$ cat config.mk
export PLATFORM = sky130hd
export DESIGN_NAME = lane_select
export DESIGN_NICKNAME = d
export VERILOG_FILES = /design/src/rtl/lane_sel_pkg.sv /design/src/rtl/lane_hold_ctr.sv /design/src/rtl/lane_mask_merge.sv /design/src/rtl/lane_first_pick.sv /design/src/rtl/lane_select.sv
export SDC_FILE = /design/constraint.sdc
export NUM_CORES = 1
export LEC_CHECK = 0
export ABC_CLOCK_PERIOD_IN_PS = 3300
export CORE_MARGIN = 4
export CORE_UTILIZATION = 30
export DETAILED_ROUTE_END_ITERATION = 8
export PLACE_DENSITY = 0.52
export SLEW_MARGIN = 10
export SYNTH_ARGS = -nofsm -noshare
export SYNTH_HDL_FRONTEND = slang
export SYNTH_SLANG_ARGS = --single-unit
$ cat constraint.sdc
create_clock -name clk -period 3.3 [get_ports clk]
set_clock_uncertainty 0.05 [all_clocks]
set_input_delay 0.33 -clock clk [delete_from_list [all_inputs] [get_ports clk]]
set_output_delay 0.33 -clock clk [all_outputs]
set_load 0.03 [all_outputs]
$ cat src/rtl/lane_sel_pkg.sv
package lane_sel_pkg;

  // Width able to hold counts 0 .. hold-1
  function automatic int ctr_bits(input int hold);
    return (hold > 2) ? $clog2(hold) : 1;
  endfunction

  // Width of a layer index
  function automatic int idx_bits(input int n);
    return (n > 1) ? $clog2(n) : 1;
  endfunction

endpackage

$ cat src/rtl/lane_hold_ctr.sv
module lane_hold_ctr #(
  parameter int HOLD = 4,
  parameter int CW   = 2
) (
  input  logic clk,
  input  logic rst_n,
  input  logic tick,
  input  logic load,
  output logic busy
);
  localparam logic [CW-1:0] RELOAD = CW'(HOLD - 1);

  logic [CW-1:0] cnt;

  always_ff @(posedge clk) begin
    if (!rst_n)                   cnt <= '0;
    else if (load)                cnt <= RELOAD;
    else if (tick && cnt != '0)   cnt <= cnt - 1'b1;
  end

  assign busy = (cnt != '0);
endmodule

$ cat src/rtl/lane_mask_merge.sv
module lane_mask_merge #(
  parameter int N = 8,
  parameter int F = 2
) (
  input  logic [N-1:0]   free_in,
  input  logic [F-1:0]   dest_en,
  input  logic [F*N-1:0] dest_mask,
  output logic [N-1:0]   cand
);
  always_comb begin
    cand = free_in;
    for (int f = 0; f < F; f++) begin
      if (dest_en[f]) cand = cand & dest_mask[f*N +: N];
    end
  end
endmodule

$ cat src/rtl/lane_first_pick.sv
module lane_first_pick #(
  parameter int N  = 8,
  parameter int IW = 3
) (
  input  logic [N-1:0]  cand,
  output logic          any,
  output logic [IW-1:0] idx
);
  always_comb begin
    idx = '0;
    for (int i = N - 1; i >= 0; i--) begin
      if (cand[i]) idx = IW'(i);
    end
    any = |cand;
  end
endmodule

$ cat src/rtl/lane_select.sv
module lane_select
  import lane_sel_pkg::*;
#(
  parameter int NUM_LAYERS = 8,
  parameter int HOLD_SLOTS = 4,
  parameter int FANOUT     = 2,
  localparam int IDX_W     = idx_bits(NUM_LAYERS),
  localparam int CNT_W     = ctr_bits(HOLD_SLOTS)
) (
  input  logic                         clk,
  input  logic                         rst_n,
  input  logic                         slot_tick,
  input  logic                         cell_valid,
  input  logic [FANOUT-1:0]            dest_en,
  input  logic [FANOUT*NUM_LAYERS-1:0] dest_mask,
  output logic                         pick_found,
  output logic [IDX_W-1:0]             pick_layer,
  output logic [NUM_LAYERS-1:0]        avail_mask
);
  logic [NUM_LAYERS-1:0] busy_vec;
  logic [NUM_LAYERS-1:0] cand_vec;
  logic [NUM_LAYERS-1:0] load_vec;
  logic                  cand_any;
  logic [IDX_W-1:0]      cand_idx;
  logic                  accept;

  assign avail_mask = ~busy_vec;

  lane_mask_merge #(.N(NUM_LAYERS), .F(FANOUT)) u_merge (
    .free_in   (avail_mask),
    .dest_en   (dest_en),
    .dest_mask (dest_mask),
    .cand      (cand_vec)
  );

  lane_first_pick #(.N(NUM_LAYERS), .IW(IDX_W)) u_pick (
    .cand (cand_vec),
    .any  (cand_any),
    .idx  (cand_idx)
  );

  assign accept     = cell_valid & cand_any;
  assign pick_found = accept;
  assign pick_layer = accept ? cand_idx : '0;

  for (genvar l = 0; l < NUM_LAYERS; l++) begin : g_layer
    assign load_vec[l] = accept && (cand_idx == IDX_W'(l));
    lane_hold_ctr #(.HOLD(HOLD_SLOTS), .CW(CNT_W)) u_ctr (
      .clk   (clk),
      .rst_n (rst_n),
      .tick  (slot_tick),
      .load  (load_vec[l]),
      .busy  (busy_vec[l])
    );
  end
endmodule

==> flow_summary_export.csv, run 1 <==
group,metric,value,unit
die,start_util,0.312,
power_and_ir_drop,power.density,913,nW/um^2
die,core_area,3690,um^2
min_path,holdPathEnd,"g_layer[4].u_ctr.cnt[0]",
power_and_ir_drop,p_int,797,uW
sta,finalWorstSetupSlack,0.331,ns
min_path,min_path_type,"flip-flop to flip-flop",
power_and_ir_drop,switchingPower,650,uW
yosys,synth_async_sr_flop_share,0,
worst_setup_path,r2r-end,"g_layer[7].u_ctr.cnt[1]",
die,fp.dieArea,4890,um^2
final_layout,top_regs,"g_layer.u_ctr.cnt: 16 flops",
run,drv_cap,0,
yosys,yosysMostFrequentCell,"inv_1",
worst_setup_path,cp_num_buf_inv,3,
min_path,holdPathStages,2,
die,io_pins,34,
yosys,netlist_instances,138,
placed_design,post-place-cells,219,
sta,drv_slew,0,
die,dieHeight,69.9,um
final_layout,layoutNonFillerInstCount,222,
final_layout,largest_reg_flops,16,
worst_setup_path,path_max_fanout,6,
yosys,ys_types,32,
yosys,syn-mean-instance-area,8.33,um^2
worst_setup_path,crit_family,"buffers and inverters",
clocking,clk_latency,0.25,ns
die,rows,22,
placed_design,place_congestion,0.741,
clocking,hold_buffers,0,
sta,hold_viol_final,0,
yosys,synth_common_cells,"18 x inv_1, 16 x dfxtp_1, 13 x nand2_1",
die,fp.dieW,69.9,um
power_and_ir_drop,swShare,0.449,
clocking,cts_made_buffers,3,
sta,fin_tns_setup,0,ns
final_layout,largest_register,"g_layer.u_ctr.cnt",
clocking,root_buffer,"clkbuf_8",
yosys,yosys-top-cells-area,"dfxtp_1 28%, ha_1 9.8%, xnor2_1 6.1%, inv_1 5.9%, a21boi_1 5.2%",
worst_setup_path,required,2.92,ns
yosys,synth_top_area_frac,0.279,
worst_setup_path,path_common_cell,"clkdlybuf4s50_1",
worst_setup_path,cpMaxStageDelayCell,"clkdlybuf4s50_1",
yosys,yosysSeqAreaShare,0.279,
yosys,yosysTopAreaCell,"dfxtp_1",
drt,first_iter_violations,21,
drt,drcViolationCount,0,
placed_design,dpl.hpwl,2.37,mm
placed_design,portBuffers,33,
final_layout,design_area,1590,um^2
global_route,grt_pass1_wl,4.85,mm
drt,wirelength,2.86,mm
drt,vias,1039,
power_and_ir_drop,p_seq_frac,0.219,
worst_setup_path,cp_slowest_stage_delay,0.60,ns
run_status,outcome,"finished, final reports clean",
worst_setup_path,worst_ep_arrival_time,2.59,ns
drt,first_pass_iters,2,
final_layout,nNetsFinal,207,
power_and_ir_drop,p_leak,0.000581,uW
worst_setup_path,r2r_slack,1.39,ns
power_and_ir_drop,pwr-share-clk,0.102,
worst_setup_path,worstSetupPathType,"primary input to output pin",
sta,setup_viol,0,
placed_design,dpl_cell_area,1540,um^2
global_route,grt_pass1_vias,1053,
drt,viasPerCell,4.68,
sta,finalCritPeriodShare,0.900,
yosys,synth_seq_cells,16,
clocking,cts_resized,0,
placed_design,pre_cts_ws,0.327,ns
global_route,grt_max_degree,17,
drt,post_drt_wl_per_cell,12.9,um
clocking,clk_pin_slew,0.06,ns
yosys,synth_edf_count,0,
worst_setup_path,critical_path.startpoint_type,"primary input",
sta,rsz0062_at_grt,"false",
global_route,grt_antenna_before_repair,0,
sta,period_needed,2.97,ns
clocking,cts_max_level,1,
power_and_ir_drop,combinationalPowerShare,0.679,
worst_setup_path,cp_cell_sequence,"clkdlybuf4s50_1 -> inv_2 -> o221a_1 -> nand2b_1 -> nand2b_4 -> o31ai_2 -> nor2_1 -> clkdlybuf4s50_1",
global_route,overflow,0,
clocking,cts_tree,"yes",
clocking,cts_setup_buffers,0,
worst_setup_path,crit_path_end_kind,"output pin",
yosys,yosysWarningCount,0,
worst_setup_path,critical_path_depth,8,
drt,ant_nets,0,
final_layout,areaGrowthSynthToFinish,37.9,%
sta,tightest_slew,0.518,ns
worst_setup_path,r2r_cells,8,
power_and_ir_drop,ir_worst_vdd,0.396,mV
yosys,synth_area,1150,um^2
yosys,yosys_most_used_dff,"dfxtp_1",
clocking,cts_num_sinks,16,
worst_setup_path,timing.rr.start,"g_layer[5].u_ctr.cnt[0]",
sta,maxSlewHeadroom,0.654,
final_layout,fillerInstances,387,
sta,fmax,0.337,GHz
final_layout,antenna_cells,0,
min_path,min_from,"g_layer[4].u_ctr.cnt[0]",
final_layout,drive_gt1_frac,0.0920,
global_route,grt_use_total,0.120,
clocking,cts_max_path_buffers,2,
yosys,syn_nets,169,
## routing by layer
| layer | track usage | routed length (um) |
|---|---|---|
| met1 | 0.169 | 1440 |
| met2 | 0.178 | 1230 |
| met3 | 0.0331 | 174 |
| met4 | 0.0319 | 22 |
| met5 | 0 | 0 |
## final cells by class
| cell class | instances | area (um^2) | area share |
|---|---|---|---|
| well taps | 48 | 60.1 | 0.0379 |
| flip-flops and latches | 16 | 320 | 0.202 |
| inverters | 20 | 75.1 | 0.0474 |
| clock buffers | 3 | 41.3 | 0.0260 |
| multi-input cells | 101 | 751 | 0.474 |
| repair buffers | 34 | 338 | 0.213 |
## cells by family (layout without fill, tap and decap cells)
| group | after synthesis | after routing | synth area share |
|---|---|---|---|
| xor+xnor | 8 | 8 | 0.0609 |
| flops | 16 | 16 | 0.279 |
| compound gates | 38 | 38 | 0.256 |
| simple gates | 46 | 46 | 0.238 |
| fa+ha+maj | 9 | 9 | 0.0979 |
| buf+inv | 21 | 57 | 0.0685 |
## through the flow
step / utilization / hold slack [ns] / total power [uW]
floorplan: - / 0.433 / 1020
global placement: 0.419 / 0.495 / 1290
detailed placement: 0.419 / 0.498 / 1310
CTS: 0.430 / 0.510 / 1470
global route: 0.430 / 0.537 / 1580
finish: 0.430 / 0.510 / 1450
## worst max-delay path by stage
stage,from,endpoint,slack [ns]
3_3_place_gp,dest_en[0],pick_layer[0],0.36
3_5_place_dp,dest_en[0],pick_layer[0],0.33
4_1_cts,dest_en[0],pick_layer[0],0.32
5_1_grt,dest_en[0],pick_layer[2],0.20
6_report,dest_en[0],pick_layer[0],0.33
2_1_floorplan,g_layer[5].u_ctr.cnt[0],pick_layer[2],0.82
## power by group through the flow
stage	Clock, uW	Sequential (uW)	Combinational [uW]
2_1_floorplan	0	313	711
3_3_place_gp	0	317	971
3_5_place_dp	0	321	990
5_1_grt	158	327	1090
6_report	148	317	982
4_1_cts	150	317	1000
## worst min-delay path, cell delays in order (launching register included)
cell	delay [ns]
dfxtp_1	0.34
xnor2_1	0.12
a21boi_1	0.06
## placed cells by master (no fill, tap or decap), types with 2 or more instances in the layout
master	instances
a21boi_0	6
o21a_1	2
nor2_1	4
nand2_1	13
inv_1	18
xnor2_1	8
inv_2	2
nand2b_1	3
a21boi_1	8
ha_1	9
or2b_1	3
clkbuf_8	3
and3_1	3
nand3_1	4
a21oi_1	5
o221ai_2	3
nor2b_1	8
nand2b_4	2
o21ai_0	7
dfxtp_1	16
clkdlybuf4s50_1	33
o221a_1	2
Power figures use the tool's default switching activity.
==> run 2: changes to the inputs <==
--- a/config.mk
+++ b/config.mk
@@ -5,7 +5,7 @@
 export SDC_FILE = /design/constraint.sdc
 export NUM_CORES = 1
 export LEC_CHECK = 0
-export ABC_CLOCK_PERIOD_IN_PS = 3300
+export ABC_CLOCK_PERIOD_IN_PS = 3500
 export CORE_MARGIN = 4
 export CORE_UTILIZATION = 30
 export DETAILED_ROUTE_END_ITERATION = 8
==> constraint.sdc (replaced) <==
create_clock -name clk -period 3.5 [get_ports clk]
set_clock_uncertainty 0.05 [all_clocks]
set_input_delay 0.35 -clock clk [delete_from_list [all_inputs] [get_ports clk]]
set_output_delay 0.35 -clock clk [all_outputs]
set_load 0.03 [all_outputs]
==> run 2 against run 1 <==
Final cell count fell by 0.45%; via count rose by 2.6%; critical path depth did not move.
==> flow_summary_export.csv, run 2 (same netlist as run 1, synthesis figures left out) <==
group,metric,value,unit
sta,finalCritPeriodShare,0.862,
final_layout,final_cell_mix,"33 x clkdlybuf4s50_1, 18 x inv_1, 16 x dfxtp_1",
worst_setup_path,crit_path_end_kind,"output pin",
die,rows,22,
final_layout,areaGrowthSynthToFinish,37.2,%
sta,maxSlewHeadroom,0.674,
worst_setup_path,worst_ep_arrival_time,2.62,ns
final_layout,largest_reg_flops,16,
clocking,cts_made_buffers,3,
clocking,clk_latency,0.25,ns
worst_setup_path,path_common_cell,"clkdlybuf4s50_1",
die,core_area,3690,um^2
clocking,cts_setup_buffers,0,
placed_design,dpl.hpwl,2.43,mm
final_layout,nNetsFinal,206,
global_route,grt_max_degree,17,
drt,first_pass_iters,4,
run_status,outcome,"finished, final reports clean",
worst_setup_path,crit_family,"buffers and inverters",
global_route,grt_use_total,0.128,
final_layout,layout_commonest_cell,"clkdlybuf4s50_1",
sta,fmax,0.331,GHz
sta,setup_viol,0,
sta,fin_tns_setup,0,ns
drt,post_drt_wl_per_cell,13.3,um
sta,drv_slew,0,
worst_setup_path,cp_cell_sequence,"clkdlybuf4s50_1 -> inv_2 -> o221a_1 -> nand2b_1 -> nand2b_4 -> o31ai_2 -> nor2_1 -> clkdlybuf4s50_1",
die,dieHeight,69.9,um
die,start_util,0.312,
global_route,grt_pass1_vias,1111,
power_and_ir_drop,ir_worst_vdd,0.379,mV
worst_setup_path,critical_path.startpoint_type,"primary input",
power_and_ir_drop,p_leak,0.000577,uW
power_and_ir_drop,power.density,866,nW/um^2
final_layout,drive_gt1_frac,0.0867,
sta,rsz0062_at_grt,"false",
worst_setup_path,cp_num_buf_inv,3,
die,fp.dieArea,4890,um^2
min_path,min_path_type,"flip-flop to flip-flop",
clocking,root_buffer,"clkbuf_8",
die,fp.dieW,69.9,um
final_layout,antenna_cells,0,
global_route,grt_pass1_wl,5.15,mm
global_route,overflow,0,
clocking,hold_buffers,0,
placed_design,post-place-cells,218,
worst_setup_path,cp_slowest_stage_delay,0.60,ns
final_layout,layoutNonFillerInstCount,221,
drt,first_iter_violations,12,
final_layout,top_regs,"g_layer.u_ctr.cnt: 16 flops",
sta,hold_viol_final,0,
clocking,cts_resized,0,
final_layout,largest_register,"g_layer.u_ctr.cnt",
drt,vias,1066,
placed_design,place_congestion,0.719,
sta,tightest_slew,0.487,ns
worst_setup_path,worstSetupPathType,"primary input to output pin",
die,io_pins,34,
clocking,cts_tree,"yes",
clocking,clk_pin_slew,0.06,ns
sta,period_needed,3.02,ns
run,drv_cap,0,
drt,drcViolationCount,0,
clocking,cts_num_sinks,16,
placed_design,portBuffers,33,
clocking,cts_max_level,1,
worst_setup_path,required,3.10,ns
worst_setup_path,cpMaxStageDelayCell,"clkdlybuf4s50_1",
drt,viasPerCell,4.82,
worst_setup_path,path_max_fanout,6,
drt,ant_nets,0,
drt,wirelength,2.93,mm
global_route,grt_antenna_before_repair,0,
clocking,cts_max_path_buffers,2,
[run 2: changes by cell type in the layout (fill, tap and decap cells not counted), sizes merged]
cell / previous run / this run
buf: 1 / 0
[run 2: layer usage]
metal  part of all wire  vias up  track usage  wire length [um]
li1                   -      547            -                 -
met1               0.48      485        0.169              1400
met2               0.45       29        0.199              1320
met3              0.057        5       0.0345               167
met4              0.014        0       0.0447                40
met5                  0        -            0                 0
[run 2: path summary, 6_finish.rpt]
check | from | endpoint | slack, ns | cells after the start
setup reg to reg | g_layer[5].u_ctr.cnt[0] | g_layer[7].u_ctr.cnt[0] | 1.61 | 8
hold reg to reg | g_layer[7].u_ctr.cnt[1] | g_layer[7].u_ctr.cnt[1] | 0.51 | 2
hold / removal | g_layer[7].u_ctr.cnt[1] | g_layer[7].u_ctr.cnt[1] | 0.51 | 2
setup / recovery | dest_en[0] | pick_layer[0] | 0.48 | 8
[run 2: power breakdown]
part           switching (uW)  internal [uW]
logic                     515            413
clock network            62.8           76.3
registers                39.2            260
total                     617            749
[run 2: worst min-delay path, cell delays in order (launching register included)]
cell,delay (ns)
dfxtp_1,0.30
o21ai_0,0.15
a21boi_1,0.06
[run 2: layout make-up]
cell class	instances	area (um^2)
flip-flops and latches	16	320
fillers	381	2110
repair buffers	33	330
inverters	20	75.1
multi-input cells	101	751
well taps	48	60.1
clock buffers	3	41.3
[run 2: metrics by stage]
step | hold WS [ns] | total power, uW | cell area, um^2 | utilization | setup WS [ns]
after floorplan | 0.453 | 966 | 1150 | - | 1.00
after global placement | 0.495 | 1210 | 1540 | 0.417 | 0.525
after detailed placement | 0.507 | 1240 | 1540 | 0.417 | 0.459
final | 0.513 | 1370 | 1580 | 0.428 | 0.483
after global routing | 0.547 | 1490 | 1580 | 0.428 | 0.330
after CTS | 0.515 | 1380 | 1580 | 0.428 | 0.456
==> run 3: changes to the inputs <==
--- a/config.mk
+++ b/config.mk
@@ -6,6 +6,7 @@
 export NUM_CORES = 1
 export LEC_CHECK = 0
 export ABC_CLOCK_PERIOD_IN_PS = 3500
+export CORE_ASPECT_RATIO = 0.75
 export CORE_MARGIN = 4
 export CORE_UTILIZATION = 30
 export DETAILED_ROUTE_END_ITERATION = 8
==> run 3 against run 2 <==
Sequential power barely moved; clock power fell by 3%; final cell count rose by 2.3%; largest power group unchanged; via count barely moved; highest routed layer unchanged; combinational power fell by 0.8%.
==> flow_summary_export.csv, run 3 (same netlist as run 1, synthesis figures left out) <==
group,metric,value,unit
run_status,outcome,"finished, final reports clean",
drt,first_iter_violations,31,
power_and_ir_drop,p_leak,0.000581,uW
worst_setup_path,r2r_cells,8,
clocking,cts_max_path_buffers,2,
worst_setup_path,path_max_fanout,6,
sta,rsz0062_at_grt,"false",
sta,maxSlewHeadroom,0.670,
worst_setup_path,timing.rr.start,"g_layer[5].u_ctr.cnt[0]",
power_and_ir_drop,ir_worst_vdd,0.277,mV
clocking,hold_buffers,0,
global_route,grt_pass1_wl,4.73,mm
worst_setup_path,critical_path.startpoint_type,"primary input",
placed_design,dpl.hpwl,2.37,mm
global_route,grt_use_total,0.126,
clocking,clk_latency,0.24,ns
final_layout,design_area,1590,um^2
clocking,cts_num_sinks,16,
clocking,cts_resized,0,
worst_setup_path,cpMaxStageDelayCell,"clkdlybuf4s50_1",
final_layout,areaGrowthSynthToFinish,38.3,%
placed_design,portBuffers,33,
drt,vias,1065,
drt,routed-wl-met3,208,um
final_layout,final_cell_mix,"33 x clkdlybuf4s50_1, 18 x inv_1, 16 x dfxtp_1",
power_and_ir_drop,power.density,854,nW/um^2
sta,setup_viol,0,
sta,hold_viol_final,0,
placed_design,place_congestion,0.764,
worst_setup_path,worst_ep_arrival_time,2.61,ns
worst_setup_path,required,3.10,ns
final_layout,layoutNonFillerInstCount,226,
global_route,grt_max_degree,17,
sta,drv_slew,0,
min_path,holdPathStages,2,
drt,top_layer_used,"met4",
drt,wl_met1,1.46,mm
sta,finalCritPeriodShare,0.860,
min_path,min_path_type,"flip-flop to flip-flop",
final_layout,post-route-util,0.432,
run,drv_cap,0,
worst_setup_path,cp_cell_sequence,"clkdlybuf4s50_1 -> inv_2 -> o221a_1 -> nand2b_1 -> nand2b_4 -> o31ai_2 -> nor2_1 -> clkdlybuf4s50_1",
min_path,min_from,"g_layer[5].u_ctr.cnt[1]",
worst_setup_path,r2r_slack,1.62,ns
sta,period_needed,3.01,ns
worst_setup_path,crit_path_end_kind,"output pin",
worst_setup_path,worstSetupPathType,"primary input to output pin",
clocking,cts_max_level,1,
final_layout,largest_reg_flops,16,
sta,tightest_slew,0.493,ns
final_layout,drive_gt1_frac,0.0920,
final_layout,top_regs,"g_layer.u_ctr.cnt: 16 flops",
global_route,grt_pass1_vias,1032,
min_path,holdPathEnd,"g_layer[5].u_ctr.cnt[1]",
final_layout,antenna_cells,0,
drt,viasPerCell,4.71,
worst_setup_path,cp_slowest_stage_delay,0.60,ns
clocking,cts_tree,"yes",
clocking,cts_made_buffers,3,
die,dieHeight,61.6,um
worst_setup_path,cp_num_buf_inv,3,
clocking,cts_setup_buffers,0,
drt,drcViolationCount,0,
global_route,grt_antenna_before_repair,0,
die,rows,19,
sta,fmax,0.332,GHz
die,fp.dieArea,4900,um^2
worst_setup_path,r2r-end,"g_layer[6].u_ctr.cnt[1]",
drt,ant_nets,0,
global_route,overflow,0,
worst_setup_path,path_common_cell,"clkdlybuf4s50_1",
final_layout,largest_register,"g_layer.u_ctr.cnt",
placed_design,post-place-cells,223,
drt,first_pass_iters,4,
die,core_area,3680,um^2
die,io_pins,34,
die,start_util,0.312,
drt,post_drt_wl_per_cell,12.9,um
drt,wirelength,2.91,mm
placed_design,dpl_cell_area,1550,um^2
final_layout,nNetsFinal,207,
final_layout,layout_commonest_cell,"clkdlybuf4s50_1",
worst_setup_path,crit_family,"buffers and inverters",
sta,fin_tns_setup,0,ns
clocking,root_buffer,"clkbuf_8",
die,fp.dieW,79.5,um
clocking,clk_pin_slew,0.06,ns
drt,wl_met2,1.23,mm
run 3: worst max path at each step:
| stage | from | slack [ns] | cells after the start | endpoint |
|---|---|---|---|---|
| finish | dest_en[0] | 0.49 | 8 | pick_layer[0] |
| global route | dest_en[0] | 0.36 | 8 | pick_layer[0] |
| CTS | dest_en[0] | 0.47 | 8 | pick_layer[0] |
| detailed placement | dest_en[0] | 0.47 | 8 | pick_layer[0] |
| global placement | dest_en[0] | 0.49 | 8 | pick_layer[0] |
| floorplan | g_layer[5].u_ctr.cnt[0] | 1.00 | 7 | pick_layer[2] |
run 3: layer usage:
metal / GRT usage / vias to the layer above
li1: - / 548
met5: 0 / -
met1: 0.162 / 488
met4: 0.0343 / 0
met2: 0.209 / 27
met3: 0.0365 / 2
run 3: final cells by class:
cell class                      count  area (um^2)
Multi-Input combinational cell    101          751
Fill cell                         378         2090
Clock buffer                        3         41.3
Tap cell                           52         65.1
Inverter                           20         75.1
Timing Repair Buffer               34          338
Sequential cell                    16          320
run 3: worst reg2reg max path, stage by stage, from the launching register on:
cell,delay (ns)
dfxtp_1,0.36
inv_1,0.07
ha_1,0.24
and3_1,0.18
a21oi_1,0.15
o22ai_1,0.16
nor4_2,0.35
nand2_1,0.12
a21boi_1,0.13
run 3: power breakdown:
group | leakage [uW] | switching, uW | internal [uW]
logic | 0.000428 | 509 | 413
registers | 0.000132 | 40.6 | 260
clock network | 0.0000216 | 59.4 | 76.1
total | 0.000581 | 608 | 749
run 3: metrics by stage:
stage	power, uW	setup slack, ns	hold slack (ns)
2_1_floorplan	966	1.00	0.453
4_1_cts	1380	0.466	0.511
5_1_grt	1480	0.358	0.542
3_3_place_gp	1210	0.492	0.495
3_5_place_dp	1230	0.465	0.498
6_report	1360	0.491	0.511
